**src/rtl/sgd_pkg.sv**
```systemverilog
package sgd_pkg;
  typedef enum logic [2:0] {
    W_IDLE, W_DREQ, W_DWAIT, W_CHECK, W_SREQ, W_SWAIT, W_DRAIN
  } walk_state_t;

  localparam int DESC_WORDS = 5;
  localparam logic [1:0] SEL_BASE_LO = 2'd0;
  localparam logic [1:0] SEL_BASE_HI = 2'd1;
  localparam logic [1:0] SEL_CTRL    = 2'd2;
  localparam logic [1:0] SEL_STATUS  = 2'd3;

  // byte offset of descriptor word idx; the word at offset 12 is padding
  function automatic logic [4:0] word_offset(input logic [2:0] idx);
    logic [4:0] base;
    base = {idx, 2'b00};
    return (idx < 3'd3) ? base : base + 5'd4;
  endfunction
endpackage

```
**src/rtl/sgd_regs.sv**
```systemverilog
module sgd_regs import sgd_pkg::*; #(
  parameter int DW = 32
) (
  input  logic          clk,
  input  logic          rst_n,
  input  logic          we,
  input  logic [1:0]    sel,
  input  logic [DW-1:0] wdata,
  output logic [DW-1:0] rdata,
  input  logic          busy,
  input  logic          fin_valid,
  input  logic          fin_err,
  output logic [63:0]   base,
  output logic          start,
  output logic          done,
  output logic          err
);
  logic clr_done, clr_err;

  assign start    = we && (sel == SEL_CTRL) && wdata[0] && !busy;
  assign clr_done = we && (sel == SEL_STATUS) && wdata[1];
  assign clr_err  = we && (sel == SEL_STATUS) && wdata[2];

  always_ff @(posedge clk) begin
    if (!rst_n) begin
      base <= '0;
      done <= 1'b0;
      err  <= 1'b0;
    end else begin
      if (we && sel == SEL_BASE_LO) base[31:0]  <= wdata[31:0];
      if (we && sel == SEL_BASE_HI) base[63:32] <= wdata[31:0];
      if (fin_valid)     done <= 1'b1;
      else if (clr_done) done <= 1'b0;
      if (fin_valid && fin_err) err <= 1'b1;
      else if (clr_err)         err <= 1'b0;
    end
  end

  always_comb begin
    rdata = '0;
    case (sel)
      SEL_BASE_LO: rdata = base[31:0];
      SEL_BASE_HI: rdata = base[63:32];
      SEL_STATUS:  rdata = {{(DW-3){1'b0}}, err, done, busy};
      default:     rdata = '0;
    endcase
  end

  // an error never appears without the interrupt
  p_err_with_done_r10: assert property (@(posedge clk) disable iff (!rst_n)
    $rose(err) |-> done);
endmodule

```
**src/rtl/sgd_stream_buf.sv**
```systemverilog
module sgd_stream_buf #(
  parameter int DW = 32
) (
  input  logic          clk,
  input  logic          rst_n,
  input  logic          push,
  input  logic [DW-1:0] push_data,
  input  logic          push_last,
  output logic          buf_free,
  output logic          out_valid,
  input  logic          out_ready,
  output logic [DW-1:0] out_data,
  output logic          out_last
);
  assign buf_free = !out_valid || out_ready;

  always_ff @(posedge clk) begin
    if (!rst_n) begin
      out_valid <= 1'b0;
      out_data  <= '0;
      out_last  <= 1'b0;
    end else if (push) begin
      out_valid <= 1'b1;
      out_data  <= push_data;
      out_last  <= push_last;
    end else if (out_ready) begin
      out_valid <= 1'b0;
    end
  end

  p_hold_beat_r5: assert property (@(posedge clk) disable iff (!rst_n)
    out_valid && !out_ready |=> out_valid && $stable(out_data) && $stable(out_last));
  p_push_into_empty_r5: assert property (@(posedge clk) disable iff (!rst_n)
    push |-> !out_valid);
endmodule

```
**src/rtl/sgd_walker.sv**
```systemverilog
module sgd_walker import sgd_pkg::*; #(
  parameter int DW            = 32,
  parameter int MAX_SEG_BYTES = 4096
) (
  input  logic          clk,
  input  logic          rst_n,
  input  logic          start,
  input  logic [63:0]   base,
  output logic          busy,
  output logic          fin_valid,
  output logic          fin_err,
  output logic          req_valid,
  input  logic          req_ready,
  output logic [63:0]   req_addr,
  input  logic          rsp_valid,
  input  logic [DW-1:0] rsp_data,
  input  logic          buf_free,
  input  logic          out_valid,
  output logic          push,
  output logic [DW-1:0] push_data,
  output logic          push_last
);
  localparam int BEAT_BYTES = DW / 8;
  localparam int MAX_BEATS  = MAX_SEG_BYTES / BEAT_BYTES;
  localparam int BEAT_W     = $clog2(MAX_BEATS) + 1;

  walk_state_t state;
  logic [63:0] cur_desc, seg_addr, next_ptr, beat_addr;
  logic [31:0] seg_len;
  logic [2:0]  widx;
  logic [BEAT_W-1:0] beats_left;
  logic        err_r;
  logic        seg_bad, go_next;
  logic [31:0] beat_total;

  assign busy       = (state != W_IDLE);
  assign seg_bad    = (seg_addr[1:0] != 2'b00) || (seg_len > 32'(MAX_SEG_BYTES));
  assign beat_total = (seg_len + 32'(BEAT_BYTES - 1)) / 32'(BEAT_BYTES);
  assign go_next    = (state == W_CHECK && !seg_bad && seg_len == 32'd0) ||
                      (state == W_SWAIT && rsp_valid && beats_left == BEAT_W'(1));

  assign req_valid = (state == W_DREQ || state == W_SREQ) && buf_free;
  assign req_addr  = (state == W_DREQ) ? cur_desc + 64'(word_offset(widx)) : beat_addr;
  assign push      = (state == W_SWAIT) && rsp_valid;
  assign push_data = rsp_data;
  assign push_last = (beats_left == BEAT_W'(1));

  always_ff @(posedge clk) begin
    if (!rst_n) begin
      state      <= W_IDLE;
      cur_desc   <= '0;
      seg_addr   <= '0;
      seg_len    <= '0;
      next_ptr   <= '0;
      beat_addr  <= '0;
      beats_left <= '0;
      widx       <= '0;
      err_r      <= 1'b0;
      fin_valid  <= 1'b0;
      fin_err    <= 1'b0;
    end else begin
      fin_valid <= 1'b0;
      fin_err   <= 1'b0;
      case (state)
        W_IDLE: if (start) begin
          cur_desc <= base;
          widx     <= '0;
          err_r    <= (base[1:0] != 2'b00);
          state    <= (base[1:0] != 2'b00) ? W_DRAIN : W_DREQ;
        end
        W_DREQ: if (req_valid && req_ready) state <= W_DWAIT;
        W_DWAIT: if (rsp_valid) begin
          case (widx)
            3'd0:    seg_addr[31:0]  <= rsp_data;
            3'd1:    seg_addr[63:32] <= rsp_data;
            3'd2:    seg_len         <= rsp_data;
            3'd3:    next_ptr[31:0]  <= rsp_data;
            default: next_ptr[63:32] <= rsp_data;
          endcase
          if (widx == 3'(DESC_WORDS - 1)) state <= W_CHECK;
          else begin
            widx  <= widx + 3'd1;
            state <= W_DREQ;
          end
        end
        W_CHECK: if (seg_bad) begin
          err_r <= 1'b1;
          state <= W_DRAIN;
        end else if (seg_len != 32'd0) begin
          beats_left <= beat_total[BEAT_W-1:0];
          beat_addr  <= seg_addr;
          state      <= W_SREQ;
        end
        W_SREQ: if (req_valid && req_ready) state <= W_SWAIT;
        W_SWAIT: if (rsp_valid) begin
          beats_left <= beats_left - BEAT_W'(1);
          beat_addr  <= beat_addr + 64'(BEAT_BYTES);
          state      <= W_SREQ;
        end
        W_DRAIN: if (!out_valid) begin
          fin_valid <= 1'b1;
          fin_err   <= err_r;
          state     <= W_IDLE;
        end
        default: state <= W_IDLE;
      endcase
      if (go_next) begin
        if (next_ptr == 64'd0) state <= W_DRAIN;
        else if (next_ptr[1:0] != 2'b00) begin
          err_r <= 1'b1;
          state <= W_DRAIN;
        end else begin
          cur_desc <= next_ptr;
          widx     <= '0;
          state    <= W_DREQ;
        end
      end
    end
  end

  p_req_aligned_r2: assert property (@(posedge clk) disable iff (!rst_n)
    req_valid |-> req_addr[1:0] == 2'b00);
  p_beats_in_range_r10: assert property (@(posedge clk) disable iff (!rst_n)
    state == W_SREQ |-> beats_left != '0 && beats_left <= BEAT_W'(MAX_BEATS));
  p_finish_drained_r6: assert property (@(posedge clk) disable iff (!rst_n)
    fin_valid |-> !out_valid);
  p_no_req_when_held_r5: assert property (@(posedge clk) disable iff (!rst_n)
    out_valid && !buf_free |-> !req_valid);
endmodule

```
**src/rtl/sg_chain_dma.sv**
```systemverilog
module sg_chain_dma #(
  parameter int DW            = 32,
  parameter int MAX_SEG_BYTES = 4096
) (
  input  logic          clk,
  input  logic          rst_n,
  input  logic          reg_we,
  input  logic [1:0]    reg_sel,
  input  logic [DW-1:0] reg_wdata,
  output logic [DW-1:0] reg_rdata,
  output logic          irq,
  output logic          mrd_req_valid,
  input  logic          mrd_req_ready,
  output logic [63:0]   mrd_req_addr,
  input  logic          mrd_rsp_valid,
  input  logic [DW-1:0] mrd_rsp_data,
  output logic          st_valid,
  input  logic          st_ready,
  output logic [DW-1:0] st_data,
  output logic          st_last
);
  logic [63:0]   base;
  logic          start, busy, fin_valid, fin_err, done, err;
  logic          buf_free, push, push_last;
  logic [DW-1:0] push_data;

  sgd_regs #(.DW(DW)) u_regs (
    .clk(clk), .rst_n(rst_n), .we(reg_we), .sel(reg_sel), .wdata(reg_wdata),
    .rdata(reg_rdata), .busy(busy), .fin_valid(fin_valid), .fin_err(fin_err),
    .base(base), .start(start), .done(done), .err(err)
  );

  sgd_walker #(.DW(DW), .MAX_SEG_BYTES(MAX_SEG_BYTES)) u_walk (
    .clk(clk), .rst_n(rst_n), .start(start), .base(base), .busy(busy),
    .fin_valid(fin_valid), .fin_err(fin_err),
    .req_valid(mrd_req_valid), .req_ready(mrd_req_ready), .req_addr(mrd_req_addr),
    .rsp_valid(mrd_rsp_valid), .rsp_data(mrd_rsp_data),
    .buf_free(buf_free), .out_valid(st_valid),
    .push(push), .push_data(push_data), .push_last(push_last)
  );

  sgd_stream_buf #(.DW(DW)) u_buf (
    .clk(clk), .rst_n(rst_n), .push(push), .push_data(push_data),
    .push_last(push_last), .buf_free(buf_free), .out_valid(st_valid),
    .out_ready(st_ready), .out_data(st_data), .out_last(st_last)
  );

  assign irq = done;

  p_done_only_idle_r6: assert property (@(posedge clk) disable iff (!rst_n)
    $rose(done) |-> !busy);
endmodule

```
**config.mk**
```make
export PLATFORM = sky130hd
export DESIGN_NAME = sg_chain_dma
export DESIGN_NICKNAME = d
export VERILOG_FILES = /design/src/rtl/sgd_pkg.sv /design/src/rtl/sgd_regs.sv /design/src/rtl/sgd_stream_buf.sv /design/src/rtl/sgd_walker.sv /design/src/rtl/sg_chain_dma.sv
export SDC_FILE = /design/constraint.sdc
export NUM_CORES = 1
export LEC_CHECK = 0
export CAP_MARGIN = 20
export CORE_MARGIN = 1.5
export CORE_UTILIZATION = 50
export DETAILED_ROUTE_END_ITERATION = 10
export PLACE_DENSITY = 0.75
export SYNTH_ARGS = -nofsm -noshare
export SYNTH_HDL_FRONTEND = slang
export SYNTH_HIERARCHICAL = 1
export SYNTH_SLANG_ARGS = --single-unit
```
**constraint.sdc**
```tcl
create_clock -name clk -period 12.8 [get_ports clk]
set_clock_uncertainty 0.15 [all_clocks]
set_input_delay 3.84 -clock clk [delete_from_list [all_inputs] [get_ports clk]]
set_output_delay 3.84 -clock clk [all_outputs]
set_load 0.01 [all_outputs]
```
==> metrics.md <==
| Metric | Value |
|---|---|
| Top cell type's share of synthesized area | `38.7%` |
| Static Leak | `8.21 nW` |
| CP Data Required Time | `8810 ps` |
| Setup TNS | `0 ps` |
| Via density | `6.21` |
| Max Cap Viol | `0` |
| Unrepaired setup endpoints after global routing | `false` |
| Maximum number of pins on one net before global-route repair | `139` |
| Clk_lat worst skew | `600 ps` |
| Core area | `41,800 um^2` |
| I/O pin cnt | `204` |
| Drc violations | `0` |
| Reg clk slew, reported paths | `60 ps` |
| Final hold vios | `0` |
| Die width | `208 um` |
| Post-Syn Nets | `2,730` |
| Maximum clock rate | `103 MHz` |
| Largest area contributor in the netlist | `dfxtp_1` |
| Slowest-stage cell, CP | `clkdlybuf4s50_1` |
| Std cell rows | `75` |
| Final worst path period need | `9680 ps` |
| Synth Area in Compound Gates | `17.6%` |
| Critical path endpoint category | `output pin` |
| Fin nets | `2,770` |
| Fin. max-slew vios | `0` |
| Initial antenna violation count | `0` |
| Async SR Flop Fraction | `0%` |
| CP arrival | `5690 ps` |
| Worst-path fanout max | `37` |
| Status | `finished, final reports clean` |
| Placed cell count | `3,174` |
| Port bufs | `203` |
| Hold Path Class | `reg -> reg` |
| Adder-cell share of the synthesized area | `0.748%` |
| Largest family of logic cells by synthesized area | `simple AND/OR/NAND/NOR gates` |
| EDFF count, synth | `0` |
| Flops & latches, synth | `408` |
| Normalized max-slew margin | `25.1%` |
| Layout area overhead | `15.1%` |
| PD cells | `120 nW/um^2` |
| Warnings from Yosys | `6` |
| Final ANT Viol Nets | `0` |
| Routed wire length per instance | `23.1 um` |
| Die area | `43,400 um^2` |
| Unique masters post-synth | `82` |
| Clock Tree Buf Depth | `3` |
| Post-route insts no fill | `3,261` |
| RePlAce Congestion | `0.985` |
| Slowest stage delay, CP | `480 ps` |
| Kind of critical path | `in -> out` |
| CP Cell Sequence | `clkdlybuf4s50_1 > buf_4 > mux2_2 > a22o_1 > clkdlybuf4s50_1` |
| Top_reg_cell synth | `dfxtp_1` |
| Setup violations, final | `0` |
| Synth Cell Area | `21,100 um^2` |
| Post-synthesis mux area share | `9.11%` |
| Drt first pass iters | `6` |
| Vias in the first global route | `18,600` |
| 1st-iter DRT viols | `2,475` |
| Layout cells sized above 1 | `7.31%` |
| Hold buffers post-CTS | `0` |
| Die H | `208 um` |
| Crit path top cell by count | `clkdlybuf4s50_1` |
| Setup Buffers After CTS | `0` |
| Area contributors post-synth | `dfxtp_1, nand2_1, mux2i_1` |
| H-tree levels | `2` |
| Clock Sinks | `408` |
| Sequential-to-total area share from yosys stat | `38.7%` |
| Setup slack at placement | `3120 ps` |
| Post-Synthesis Cells | `2,646` |
| TritonCTS clock tree | `yes` |
| Post-Synth Simple-Gate Area | `24.2%` |
| Final period util | `75.6%` |
| Overall Global Routing Usage | `33.4%` |
| Startpoint Class | `primary input` |
| Slew @ Worst Pin | `1120 ps` |
| DR vias | `20,300` |
| GRT overflow | `0` |
| Worst vdd ir | `117 uV` |
| Total CTS buffers | `44` |
| Root Buffer | `clkbuf_16` |
| DP HPWL | `51,900 um` |
| Post_cts resized | `0` |
| Final worst slack | `3120 ps` |
| Initial Utilization | `50.5%` |
| First-pass GRT wire length | `112,000 um` |
| Avg Cell Area, Syn | `7.97 um^2` |
| Synth Area in XOR/XNOR | `2.99%` |
| Routed Wire Length | `75,400 um` |
==> routing by layer <==
| metal | track usage [%] | wire, um |
|---|---|---|
| met4 | 17.1 | 3800 |
| met1 | 45.4 | 30900 |
| met5 | 0 | 0 |
| met3 | 6.57 | 7980 |
| met2 | 50.4 | 32600 |
==> state kept, by name, summed over array words and instances, names as in the netlist <==
signal / cells
u_regs/err: 1
u_walk/beats_left: 11
u_regs/base: 64
u_walk/seg_len: 32
u_buf/out_valid: 1
u_buf/out_data: 32
u_regs/done: 1
u_buf/out_last: 1
u_walk/fin_valid: 1
u_walk/next_ptr: 64
u_walk/cur_desc: 64
u_walk/widx: 3
u_walk/beat_addr: 64
u_walk/state: 3
u_walk/err_r: 1
u_walk/fin_err: 1
u_walk/seg_addr: 64
==> placed cells by master, fill, tap and decap left out, types with 6 or more instances in the layout <==
| cell | Yosys | routed |
|---|---|---|
| nand3_1 | 56 | 56 |
| nor3_1 | 44 | 43 |
| xnor2_1 | 40 | 40 |
| nand2_1 | 601 | 600 |
| dfxtp_1 | 408 | 408 |
| clkbuf_1 | 146 | 12 |
| a31oi_1 | 17 | 16 |
| clkbuf_16 | 0 | 44 |
| inv_1 | 27 | 26 |
| a21o_1 | 7 | 7 |
| a211oi_1 | 23 | 23 |
| and3_1 | 35 | 35 |
| clkinv_2 | 0 | 11 |
| and4_1 | 15 | 15 |
| clkbuf_8 | 0 | 6 |
| a22o_1 | 9 | 9 |
| clkdlybuf4s50_1 | 0 | 201 |
| nor4_1 | 43 | 43 |
| and2_1 | 15 | 14 |
| a211oi_2 | 46 | 46 |
| nor2_1 | 179 | 179 |
| ha_1 | 11 | 11 |
| xor2_1 | 32 | 32 |
| mux2i_1 | 183 | 183 |
| o211ai_1 | 12 | 12 |
| buf_4 | 35 | 24 |
| a21oi_1 | 244 | 244 |
| mux2_2 | 8 | 8 |
| o21ai_0 | 131 | 131 |
| o31ai_1 | 15 | 15 |
| nor2b_1 | 36 | 36 |
| or2_2 | 12 | 12 |
| nand4_1 | 49 | 49 |
| o211a_1 | 7 | 7 |
| o221a_2 | 9 | 9 |
==> area by class of cell <==
cell class / instances / area [um^2]
clock inverter: 19 / 185
tap: 539 / 674
inverter: 28 / 113
timing repair buffer: 232 / 2330
fill: 3727 / 17500
antenna: 1 / 2.50
multi-input combinational: 1972 / 11600
clock buffer: 62 / 1230
sequential: 408 / 8170
==> synth_stat cells, types with 7 or more instances <==
cell and instances:
o21ai_0 131, ha_1 11, clkbuf_1 146, nor4_1 43
xnor2_1 40, a21oi_1 244, and3_1 35, a22o_1 9
nand4_1 49, and4_1 15, nor3_1 44, o211a_1 7
a211oi_2 46, inv_1 27, o211ai_1 12, a211oi_1 23
or2_2 12, a21o_1 7, dfxtp_1 408, a31oi_1 17
mux2i_1 183, nor2_1 179, buf_4 35, nand2_1 601
mux2_2 8, buf_6 18, o31ai_1 15, and2_1 15
o221a_2 9, nor2b_1 36, xor2_1 32, nand3_1 56
buf_2 29
==> through the flow <==
step           instance area [um^2]  hold slack [ps]  util, %  power [mW]
3_5_place_dp                  22700              297     54.4        1.67
6_report                      24300              306     58.1        2.92
2_1_floorplan                 21100              281        -        1.56
5_1_grt                       24300              320     58.1        3.00
3_3_place_gp                  22700              291     54.4        1.67
4_1_cts                       24100              305     57.8        2.92
==> worst max-delay path, delay by kind of cell <==
kind / cells / cell delay (ps)
AO/OA/AOI/OAI: 1 / 180
multiplexers: 1 / 390
buffers and inverters: 3 / 1270
==> power by group <==
| group | leakage, nW | switching [mW] | internal (mW) |
|---|---|---|---|
| combinational | 4.22 | 0.214 | 0.108 |
| sequential | 3.29 | 0.0368 | 1.30 |
| clock | 0.700 | 0.551 | 0.716 |
==> kinds of logic after synthesis <==
group,Yosys count
buf+inv,266
mux,191
fa+ha+maj,12
flops,408
compound gates,573
xor+xnor,72
simple gates,1124
==> worst paths after layout <==
kind | start | end | slack, ps | cells after the start
worst max-delay path | reg_sel[1] | reg_rdata[2] | 3120 | 5
worst min-delay path | u_walk/seg_addr[10] | u_walk/seg_addr[10] | 310 | 2
worst max register to register | u_walk/state[2] | u_walk/cur_desc[62] | 8750 | 8
worst min register to register | u_walk/seg_addr[10] | u_walk/seg_addr[10] | 310 | 2
No activity file was read; power rests on OpenSTA's default activity.
